`src/rtl/pk_pkg.sv`:
```
package pk_pkg;

    typedef enum logic [1:0] {
        ST_EMPTY = 2'd0,
        ST_TX    = 2'd1,
        ST_RX    = 2'd2
    } pk_state_e;

endpackage

```
`src/rtl/pk_out_mux.sv`:
```
module pk_out_mux #(
    parameter int BW    = 8,
    parameter int SLOTS = 4,
    localparam int CW   = $clog2(SLOTS + 1)
) (
    input  logic [SLOTS*BW-1:0] slots_flat,
    input  logic [CW-1:0]       fill,
    input  logic                order_swap,
    input  logic                rx_mode,
    output logic [2*BW-1:0]     rd_data,
    output logic [BW-1:0]       tx_data
);

    logic [BW-1:0] pick [SLOTS];
    logic [BW-1:0] lo_byte;
    logic [BW-1:0] hi_byte;

    // Transmit select: only the slot just below the fill level contributes.
    for (genvar i = 0; i < SLOTS; i++) begin : g_pick
        assign pick[i] = (fill == CW'(i + 1)) ? slots_flat[i*BW +: BW] : '0;
    end

    always_comb begin
        tx_data = '0;
        for (int i = 0; i < SLOTS; i++) begin
            tx_data = tx_data | pick[i];
        end
    end

    // Receive read: slots past the fill level are masked to zero.
    assign lo_byte = (rx_mode && fill >= CW'(1)) ? slots_flat[0 +: BW]  : '0;
    assign hi_byte = (rx_mode && fill >= CW'(2)) ? slots_flat[BW +: BW] : '0;
    assign rd_data = order_swap ? {lo_byte, hi_byte} : {hi_byte, lo_byte};

endmodule

```
`src/rtl/pk_flags.sv`:
```
module pk_flags (
    input  logic clk,
    input  logic rst_n,
    input  logic set_rrdy,
    input  logic set_xrdy,
    input  logic set_xudf,
    input  logic set_rovr,
    input  logic set_empty,
    input  logic clr_on_wr,
    input  logic clr_on_rd,
    output logic rrdy,
    output logic xrdy,
    output logic xudf,
    output logic rovr,
    output logic empty_rd
);

    always_ff @(posedge clk) begin
        if (!rst_n) begin
            rrdy     <= 1'b0;
            xrdy     <= 1'b0;
            xudf     <= 1'b0;
            rovr     <= 1'b0;
            empty_rd <= 1'b0;
        end else begin
            empty_rd <= set_empty;
            if (clr_on_rd)     rrdy <= 1'b0;
            else if (set_rrdy) rrdy <= 1'b1;
            if (clr_on_wr)     xrdy <= 1'b0;
            else if (set_xrdy) xrdy <= 1'b1;
            if (clr_on_wr)     xudf <= 1'b0;
            else if (set_xudf) xudf <= 1'b1;
            if (clr_on_rd)     rovr <= 1'b0;
            else if (set_rovr) rovr <= 1'b1;
        end
    end

    AST_ONE_OP_PER_CYCLE: assert property (@(posedge clk) disable iff (!rst_n)
        !(clr_on_wr && clr_on_rd) && !(clr_on_rd && set_rrdy));

endmodule

```
`src/rtl/byte_packer.sv`:
```
module byte_packer #(
    parameter int BW    = 8,
    parameter int SLOTS = 4,
    localparam int CW   = $clog2(SLOTS + 1),
    localparam int DW   = 2 * BW
) (
    input  logic          clk,
    input  logic          rst_n,
    input  logic          order_swap,
    input  logic          wr_word,
    input  logic          wr_byte,
    input  logic [DW-1:0] wr_data,
    input  logic          rd_req,
    output logic [DW-1:0] rd_data,
    input  logic          tx_pull,
    output logic [BW-1:0] tx_data,
    input  logic          rx_push,
    input  logic [BW-1:0] rx_data,
    output logic [CW-1:0] fill_cnt,
    output logic [1:0]    buf_state,
    output logic          rrdy,
    output logic          xrdy,
    output logic          xudf,
    output logic          rovr,
    output logic          empty_rd
);
    import pk_pkg::*;

    pk_state_e     state_q, state_d;
    logic [CW-1:0] fill_q, fill_d;
    logic [BW-1:0] slot_q [SLOTS];
    logic [BW-1:0] slot_d [SLOTS];
    logic [SLOTS*BW-1:0] slots_flat;

    // Operation decode with fixed priority.
    logic          any_wr, do_rd, do_pull, do_push;
    logic [CW:0]   add_n, wr_sum;
    logic          wr_fits, wr_take, wr_drop;
    logic          rd_take, rd_none;
    logic          pull_take, pull_none;
    logic          push_take, push_full;
    logic [BW-1:0] pair_hi, pair_lo;

    assign any_wr  = wr_word | wr_byte;
    assign do_rd   = rd_req  & ~any_wr;
    assign do_pull = tx_pull & ~any_wr & ~rd_req;
    assign do_push = rx_push & ~any_wr & ~rd_req & ~tx_pull;

    assign add_n   = wr_word ? (CW+1)'(2) : (CW+1)'(1);
    assign wr_sum  = {1'b0, fill_q} + add_n;
    assign wr_fits = (state_q != ST_RX) && (wr_sum <= (CW+1)'(SLOTS));
    assign wr_take = any_wr & wr_fits;
    assign wr_drop = any_wr & ~wr_fits;

    assign rd_take = do_rd & (state_q == ST_RX);
    assign rd_none = do_rd & (state_q != ST_RX);

    assign pull_take = do_pull & (state_q == ST_TX);
    assign pull_none = do_pull & (state_q != ST_TX);

    assign push_take = do_push & ((state_q == ST_EMPTY) ||
                       ((state_q == ST_RX) && (fill_q < CW'(SLOTS))));
    assign push_full = do_push & (state_q == ST_RX) & (fill_q == CW'(SLOTS));

    assign pair_hi = order_swap ? wr_data[DW-1:BW] : wr_data[BW-1:0];
    assign pair_lo = order_swap ? wr_data[BW-1:0]  : wr_data[DW-1:BW];

    // State register.
    always_ff @(posedge clk) begin
        if (!rst_n) begin
            state_q <= ST_EMPTY;
            fill_q  <= '0;
        end else begin
            state_q <= state_d;
            fill_q  <= fill_d;
        end
    end

    // Next state and fill level.
    always_comb begin
        state_d = state_q;
        fill_d  = fill_q;
        unique case (state_q)
            ST_EMPTY: begin
                if (wr_take) begin
                    state_d = ST_TX;
                    fill_d  = CW'(add_n);
                end else if (push_take) begin
                    state_d = ST_RX;
                    fill_d  = CW'(1);
                end
            end
            ST_TX: begin
                if (wr_take) begin
                    fill_d = CW'(wr_sum);
                end else if (pull_take) begin
                    fill_d = fill_q - CW'(1);
                    if (fill_q == CW'(1)) state_d = ST_EMPTY;
                end
            end
            ST_RX: begin
                if (push_take) begin
                    fill_d = fill_q + CW'(1);
                end else if (rd_take) begin
                    if (fill_q <= CW'(2)) begin
                        fill_d  = '0;
                        state_d = ST_EMPTY;
                    end else begin
                        fill_d = fill_q - CW'(2);
                    end
                end
            end
            default: begin
                state_d = ST_EMPTY;
                fill_d  = '0;
            end
        endcase
    end

    // Slot store next value.
    always_comb begin
        for (int i = 0; i < SLOTS; i++) slot_d[i] = slot_q[i];
        if (wr_take && wr_word) begin
            for (int i = SLOTS - 1; i >= 2; i--) slot_d[i] = slot_q[i-2];
            slot_d[1] = pair_hi;
            slot_d[0] = pair_lo;
        end else if (wr_take) begin
            for (int i = SLOTS - 1; i >= 1; i--) slot_d[i] = slot_q[i-1];
            slot_d[0] = wr_data[BW-1:0];
        end else if (rd_take) begin
            for (int i = 0; i < SLOTS; i++) begin
                slot_d[i] = (i + 2 < SLOTS) ? slot_q[(i+2) % SLOTS] : '0;
            end
        end else if (push_take) begin
            for (int i = 0; i < SLOTS; i++) begin
                if (fill_q == CW'(i)) slot_d[i] = rx_data;
            end
        end
    end

    for (genvar i = 0; i < SLOTS; i++) begin : g_slot
        always_ff @(posedge clk) begin
            if (!rst_n) slot_q[i] <= '0;
            else        slot_q[i] <= slot_d[i];
        end
        assign slots_flat[i*BW +: BW] = slot_q[i];
    end

    pk_out_mux #(.BW(BW), .SLOTS(SLOTS)) u_mux (
        .slots_flat (slots_flat),
        .fill       (fill_q),
        .order_swap (order_swap),
        .rx_mode    (state_q == ST_RX),
        .rd_data    (rd_data),
        .tx_data    (tx_data)
    );

    pk_flags u_flags (
        .clk       (clk),
        .rst_n     (rst_n),
        .set_rrdy  (push_take),
        .set_xrdy  (pull_take && fill_q == CW'(1)),
        .set_xudf  (pull_none),
        .set_rovr  (wr_drop | push_full),
        .set_empty (rd_none),
        .clr_on_wr (any_wr),
        .clr_on_rd (do_rd),
        .rrdy      (rrdy),
        .xrdy      (xrdy),
        .xudf      (xudf),
        .rovr      (rovr),
        .empty_rd  (empty_rd)
    );

    assign fill_cnt  = fill_q;
    assign buf_state = state_q;

    AST_FILL_BOUND: assert property (@(posedge clk) disable iff (!rst_n)
        fill_cnt <= CW'(SLOTS));
    AST_EMPTY_MATCH: assert property (@(posedge clk) disable iff (!rst_n)
        (buf_state == 2'd0) == (fill_cnt == '0));
    AST_WR_CLEARS: assert property (@(posedge clk) disable iff (!rst_n)
        (wr_word || wr_byte) |=> (!xudf && !xrdy));
    AST_RD_CLEARS: assert property (@(posedge clk) disable iff (!rst_n)
        (rd_req && !wr_word && !wr_byte) |=> (!rrdy && !rovr));
    AST_FULL_PUSH: assert property (@(posedge clk) disable iff (!rst_n)
        (rx_push && !wr_word && !wr_byte && !rd_req && !tx_pull &&
         buf_state == 2'd2 && fill_cnt == CW'(SLOTS))
        |=> (rovr && fill_cnt == CW'(SLOTS)));
    AST_PULL_DEC: assert property (@(posedge clk) disable iff (!rst_n)
        (tx_pull && !wr_word && !wr_byte && !rd_req && buf_state == 2'd1)
        |=> (fill_cnt == $past(fill_cnt) - CW'(1)));

endmodule

```
`config.mk`:
```
export PLATFORM = sky130hd
export DESIGN_NAME = byte_packer
export DESIGN_NICKNAME = d
export VERILOG_FILES = /design/src/rtl/pk_pkg.sv /design/src/rtl/pk_out_mux.sv /design/src/rtl/pk_flags.sv /design/src/rtl/byte_packer.sv
export SDC_FILE = /design/constraint.sdc
export NUM_CORES = 1
export LEC_CHECK = 0
export BUFFER_PORTS_ARGS = -buffer_cell sky130_fd_sc_hd__buf_2
export CORE_MARGIN = 2
export CORE_UTILIZATION = 51
export CTS_CLUSTER_DIAMETER = 120
export DETAILED_ROUTE_END_ITERATION = 16
export PLACE_DENSITY = 0.86
export SLEW_MARGIN = 10
export SYNTH_ARGS = -nofsm -noshare
export SYNTH_HDL_FRONTEND = slang
export SYNTH_SLANG_ARGS = --single-unit
```
`constraint.sdc`:
```
create_clock -name clk -period 3.54 [get_ports clk]
set_input_delay 0.708 -clock clk [delete_from_list [all_inputs] [get_ports clk]]
set_output_delay 0.708 -clock clk [all_outputs]
set_load 0.01 [all_outputs]
```
# == Yosys cells after proc, flatten, opt, wreduce, memory -nomap -nowiden ==
# Memory sizes are Yosys's and may differ from the RTL's.
# Index checks and enable logic that the tools add are counted.
# word_totals
mem_bits_rw,32
reg_bits,10
input_bits,32
memories,1
elab_cells,117
out_inout_bits,34
# op_classes
bitwise,29
mux,41
n_reduce_logical,13
eq_ne,17
order_cmp,5
addsub,4
# memory_table
memory,depth,word_bits,read_ports,rd_ports_with_merged_regs,write_ports,line_no,text
slot_q,4,8,4,0,4,byte_packer.sv:31,logic [BW-1:0] slot_q [SLOTS];
# ops
op,count
32-bit two-way mux,4
8-bit two-way mux,16
8-bit bitwise OR,3
3-bit two-way mux,7
2-bit two-way mux,9
16-bit two-way mux,1
1-bit AND,15
"2-bit != test, second input constant",6
"3-bit != test, second input constant",3
3-bit case mux with 3 select lines,1
7-bit AND reduction,1
"3-bit by 2-bit == test with 1-bit output, second input constant",2
1-bit logical AND,6
1-bit bitwise OR,6
2-bit case mux with 3 select lines,1
1-bit inverter,5
3-bit by 2-bit adder with 4-bit output,1
"4-bit by 3-bit <= comparator with 1-bit output, second input constant",1
"2-bit by 1-bit != test with 1-bit output, second input constant",2
2-bit OR reduction,2
"3-bit by 1-bit adder with 3-bit output, second input constant",1
"3-bit by 1-bit == test with 1-bit output, second input constant",1
"3-bit == test, second input constant",1
"3-bit by 1-bit greater-or-equal comparator with 1-bit output, second input constant",1
12 further kinds,13

# == Longest topological paths before layout ==
# logic_depth
word_depth,11
depth_mapped,13
depth_no_buf,9

# == Cells and area by module ==
# A second synthesis with hierarchy kept.
# unflattened
hier_cells,384
hier_area_um2,3164.3
# by_module_without_submodules
module,n_inst,area_per_inst_um2,cells_per_inst,seq_area_each_um2
byte_packer,1,2587.5,314,740.7
pk_out_mux,1,427.9,54,0.0
pk_flags,1,148.9,16,100.1

# == Worst setup path after synthesis ==
# OpenSTA, ideal clock, no wires.
# synth_timing
path_type,input-to-reg
startpoint,in wr_word
endpoint,mem slot_q[2][3]
path_stages,12
required_ns,3.423
slack_ns,0.063
t_arrival_ns,3.360
cell_sequence,clkbuf_1 > inv_1 > clkbuf_1 > ha_1 > inv_1 > fa_1 > xnor2_2 > a221oi_4 > a21oi_2 > buf_6 > a221o_1 > a32o_1
# synth_rtl
item,line_no,text
from (decl),byte_packer.sv:10,"input logic wr_word,"
to (decl),byte_packer.sv:31,

# == Worst setup path after layout ==
# layout_timing
startpoint,reg state_q[1] (netlist: buf_state[1])
endpoint,out rd_data[4]
# layout_via
elab_chain_len,4
# layout_lines
item,line_no,text
from (decl),byte_packer.sv:29,"pk_state_e state_q, state_d;"
from (signal assigned),byte_packer.sv:74,state_q <= state_d;
2-bit == test (*),byte_packer.sv:153,".rx_mode (state_q == ST_RX),"
"1-bit logical AND, on equally long branches","pk_out_mux.sv:31, pk_out_mux.sv:32",
"8-bit two-way mux, on equally long branches","pk_out_mux.sv:31, pk_out_mux.sv:32",
16-bit two-way mux (*),pk_out_mux.sv:33,"assign rd_data = order_swap ? {lo_byte, hi_byte} : {hi_byte, lo_byte};"
to (decl),byte_packer.sv:14,"output logic [DW-1:0] rd_data,"
# Every way passes the cells marked *; elsewhere a longest branch is shown, timed or not.

==> impl_metrics.tcl <==
set metrics [dict create \
    p_clk_frac 0.154 \
    initial_utilization 0.524 \
    sequentialPowerShare 0.314 \
    grt_max_degree 40 \
    internal_power_uw 1400 \
    fillers 565 \
    clkSlewWorstSetupHoldPaths_ns 0.08 \
    ys_async_sr_fraction 0 \
    ctsHoldBuffers 0 \
    setup_slack_on_the_worst_flop_to_flop_path_ns 0.42 \
    critical-path-slowest-cell "sky130_fd_sc_hd__dfxtp_1" \
    ys_seq_elements 42 \
    worst_hold_path.endpoint "u_flags.xudf$_SDFFE_PP0P_" \
    area.sequential_um2 841 \
    drt_iter0_markers 496 \
    clockRootBuffer "sky130_fd_sc_hd__clkbuf_8" \
    power.static_leakage_uw 0.00155 \
    cts-resized-gates 0 \
    critical_path.cell_chain "nand2b_1, a21oi_1, buf_4, a21o_1, nand2_1, o21ai_0, buf_2" \
    ir_worst_vdd_mv 0.412 \
    drive_above_1_share 0.215 \
    place_congestion 0.887 \
    drt-pass1-iter-count 7 \
    post_cts_buffers 0 \
    post_route_cell_area_um2 3810 \
    cp_data_arrival_time_ns 2.60 \
    htree_num_levels 2 \
    timing.critical_path.required_ns 2.83 \
    max_cap_viols 0 \
    syn_inst 415 \
    vias 3867 \
    die_area_um2 7150 \
    synthesis.yosys.warnings 0 \
    routed_wire_length_per_instance_um 19.8 \
    fin_crit_sh 0.935 \
    critical_path.reg2reg.startpoint "fill_cnt[0]$_SDFFE_PN0P_" \
    power_uw 2560 \
    family_with_the_most_delay_on_the_worst_path "compound AO/OA/AOI/OAI gates" \
    criticalPathCategory "reg2out" \
    dpl_cell_area_um2 3690 \
    switching_share 0.455 \
    cts_buffer_depth 2 \
    multi_input_comb_area_um2 2260 \
    coreArea_um2 6310 \
    timing.hold.worst_path_depth 2 \
    max_slew_margin 0.492 \
    critical_path_cell_count 7 \
    period_needed_ns 3.31 \
    reg2reg_depth 8 \
    globalRouteTotalUtil 0.293 \
    grt_pass1_vias 3525 \
    synthesized_area_per_cell_um2 7.97 \
    total_switching_power_uw 1170 \
    post-dp-hpwl_um 7550 \
    rsz0062_at_grt "false" \
    cts_sinks 42 \
    grt_antenna_before_repair 0 \
    hold_class "reg2reg" \
    comb_power_share 0.532 \
    endpoint_kind "output pin" \
    die-width_um 84.5 \
    tightestPinTransition_ns 0.762 \
    power-per-cell-area_nw_per_um2 673 \
    ys_seq_area_frac 0.254 \
    hold_start "u_flags.xudf$_SDFFE_PP0P_" \
    drt-vias-per-instance 7.12 \
    cts_tree "built" \
    drt-total-wl_um 10700 \
    worst_r2r_endpoint "slot_q[3][4]$_SDFFE_PN0P_" \
    row_count 29 \
    post-route-util 0.603 \
    setup_viol_count_final 0 \
    grt_pass1_wl_um 17100 \
    area_growth_pct 15.1 \
    cp_slowest_stage_delay_ns 0.63 \
    hold_viol_final 0 \
    max_freq_mhz 302 \
    worst-path-max-fanout 17 \
    chipHeight_um 84.5 \
    antennaDiodeCount 0 \
    clk_latency_ns 0.30 \
    top_level_ports 66 \
    synth_net_count 455 \
    finalMaxSlewViolations 0 \
    final_net_count 505 \
    post_synth_num_cell_types 51 \
    startpoint_type "flop" \
    cts_buffers 5 \
    syn-cell-area_um2 3310 \
    most_used_dff_post_synth "sky130_fd_sc_hd__dfxtp_1" \
    hold-worst-slack_ns 0.470 \
    synth_edf_count 0 \
    grt_overflow_total 0 \
    worst_skew_ns 0.00670 \
    drtAntennaViolNets 0 \
    outcome "completed" \
    finalSetupTns_ns 0 \
    route.detailed.drc 0 \
    cp.buffers_inverters 2 \
    portBuffers 65 \
]
synthesized netlist by cell type, types with 7 or more instances:
cell | n | area share
sky130_fd_sc_hd__nand2_1 | 60 | 0.068
sky130_fd_sc_hd__dfxtp_1 | 42 | 0.25
sky130_fd_sc_hd__a32o_1 | 31 | 0.094
sky130_fd_sc_hd__nand3_1 | 29 | 0.044
sky130_fd_sc_hd__clkbuf_1 | 26 | 0.029
sky130_fd_sc_hd__o21ai_0 | 21 | 0.032
sky130_fd_sc_hd__a221o_1 | 20 | 0.061
sky130_fd_sc_hd__or3_1 | 18 | 0.034
sky130_fd_sc_hd__mux2i_1 | 17 | 0.051
sky130_fd_sc_hd__nor3_1 | 13 | 0.020
sky130_fd_sc_hd__a21oi_1 | 12 | 0.018
sky130_fd_sc_hd__nor2_1 | 12 | 0.014
sky130_fd_sc_hd__a32oi_1 | 11 | 0.029
sky130_fd_sc_hd__o211ai_1 | 9 | 0.020
sky130_fd_sc_hd__a222oi_1 | 8 | 0.024
sky130_fd_sc_hd__buf_2 | 7 | 0.011
sky130_fd_sc_hd__ha_1 | 7 | 0.026
sky130_fd_sc_hd__inv_1 | 7 | 0.0079
through the flow:
step                setup WS, ns  std cells
CTS                        0.285        543
detailed placement         0.127        535
global route              0.0160        543
global placement           0.235        535
floorplan                 0.0631        415
finish                     0.232        543
worst min-delay path, delay by kind of cell, from the launching register on:
kind	cells	cell delay, ns
AND/OR/NAND/NOR	1	0.07
flip-flops	1	0.33
AO/OA/AOI/OAI	1	0.04
flip-flops by register name, summed over array words and instances (netlist names):
name,flops
u_flags.rrdy,1
u_flags.xrdy,1
u_flags.xudf,1
slot_q,32
fill_cnt,3
u_flags.rovr,1
buf_state,2
u_flags.empty_rd,1
how the worst max path moves through the flow:
stage / startpoint / endpoint / slack (ns)
floorplan: wr_word / slot_q[2][3]$_SDFFE_PN0P_ / 0.06
global placement: wr_word / slot_q[3][6]$_SDFFE_PN0P_ / 0.23
detailed placement: wr_word / slot_q[3][4]$_SDFFE_PN0P_ / 0.13
CTS: buf_state[1]$_SDFFE_PN0P_ / rd_data[4] / 0.28
global route: buf_state[1]$_SDFFE_PN0P_ / rd_data[6] / 0.02
finish: buf_state[1]$_SDFFE_PN0P_ / rd_data[4] / 0.23
cell usage in the layout, fill, tap and decap left out, drive strengths merged, types with 14 or more instances in the layout:
cell type,n
a21oi,14
a221o,20
a32o,31
buf,83
dfxtp,42
mux2i,17
nand2,60
nand3,29
nor2,14
o21ai,21
or3,18
cell type report:
cell class	count	area share
multi-input combinational	326	0.593
sequential	42	0.221
timing repair buffer	83	0.124
tap	77	0.0253
clock buffer	5	0.0181
clock inverter	3	0.0118
inverter	7	0.00690
kinds of logic (layout without fill, tap and decap cells):
kind of cell	after synthesis	count (layout)	synth area share
muxes	17	17	0.0514
DFF	42	42	0.254
xor gates and xnor gates	2	2	0.00757
adders and majority gates	8	8	0.0325
and+or+nand+nor	157	157	0.230
AOI/OAI and AO/OA	142	142	0.360
buffers and inverters	47	98	0.0639
layer usage:
layer / track usage / vias up / wire length [um]
met5: 0 / - / 0
met4: 0.131 / 0 / 353
met3: 0.0501 / 45 / 1180
met2: 0.487 / 287 / 5090
met1: 0.373 / 1800 / 4110
li1: - / 1735 / -
power by group through the flow:
stage | Sequential, uW | Combinational [uW] | Clock [uW]
after floorplan | 740 | 1000 | 0
after global placement | 794 | 1280 | 0
after detailed placement | 802 | 1330 | 0
after CTS | 791 | 1330 | 398
after global routing | 819 | 1460 | 416
final | 805 | 1360 | 395
(Power assumes the default switching activity.)
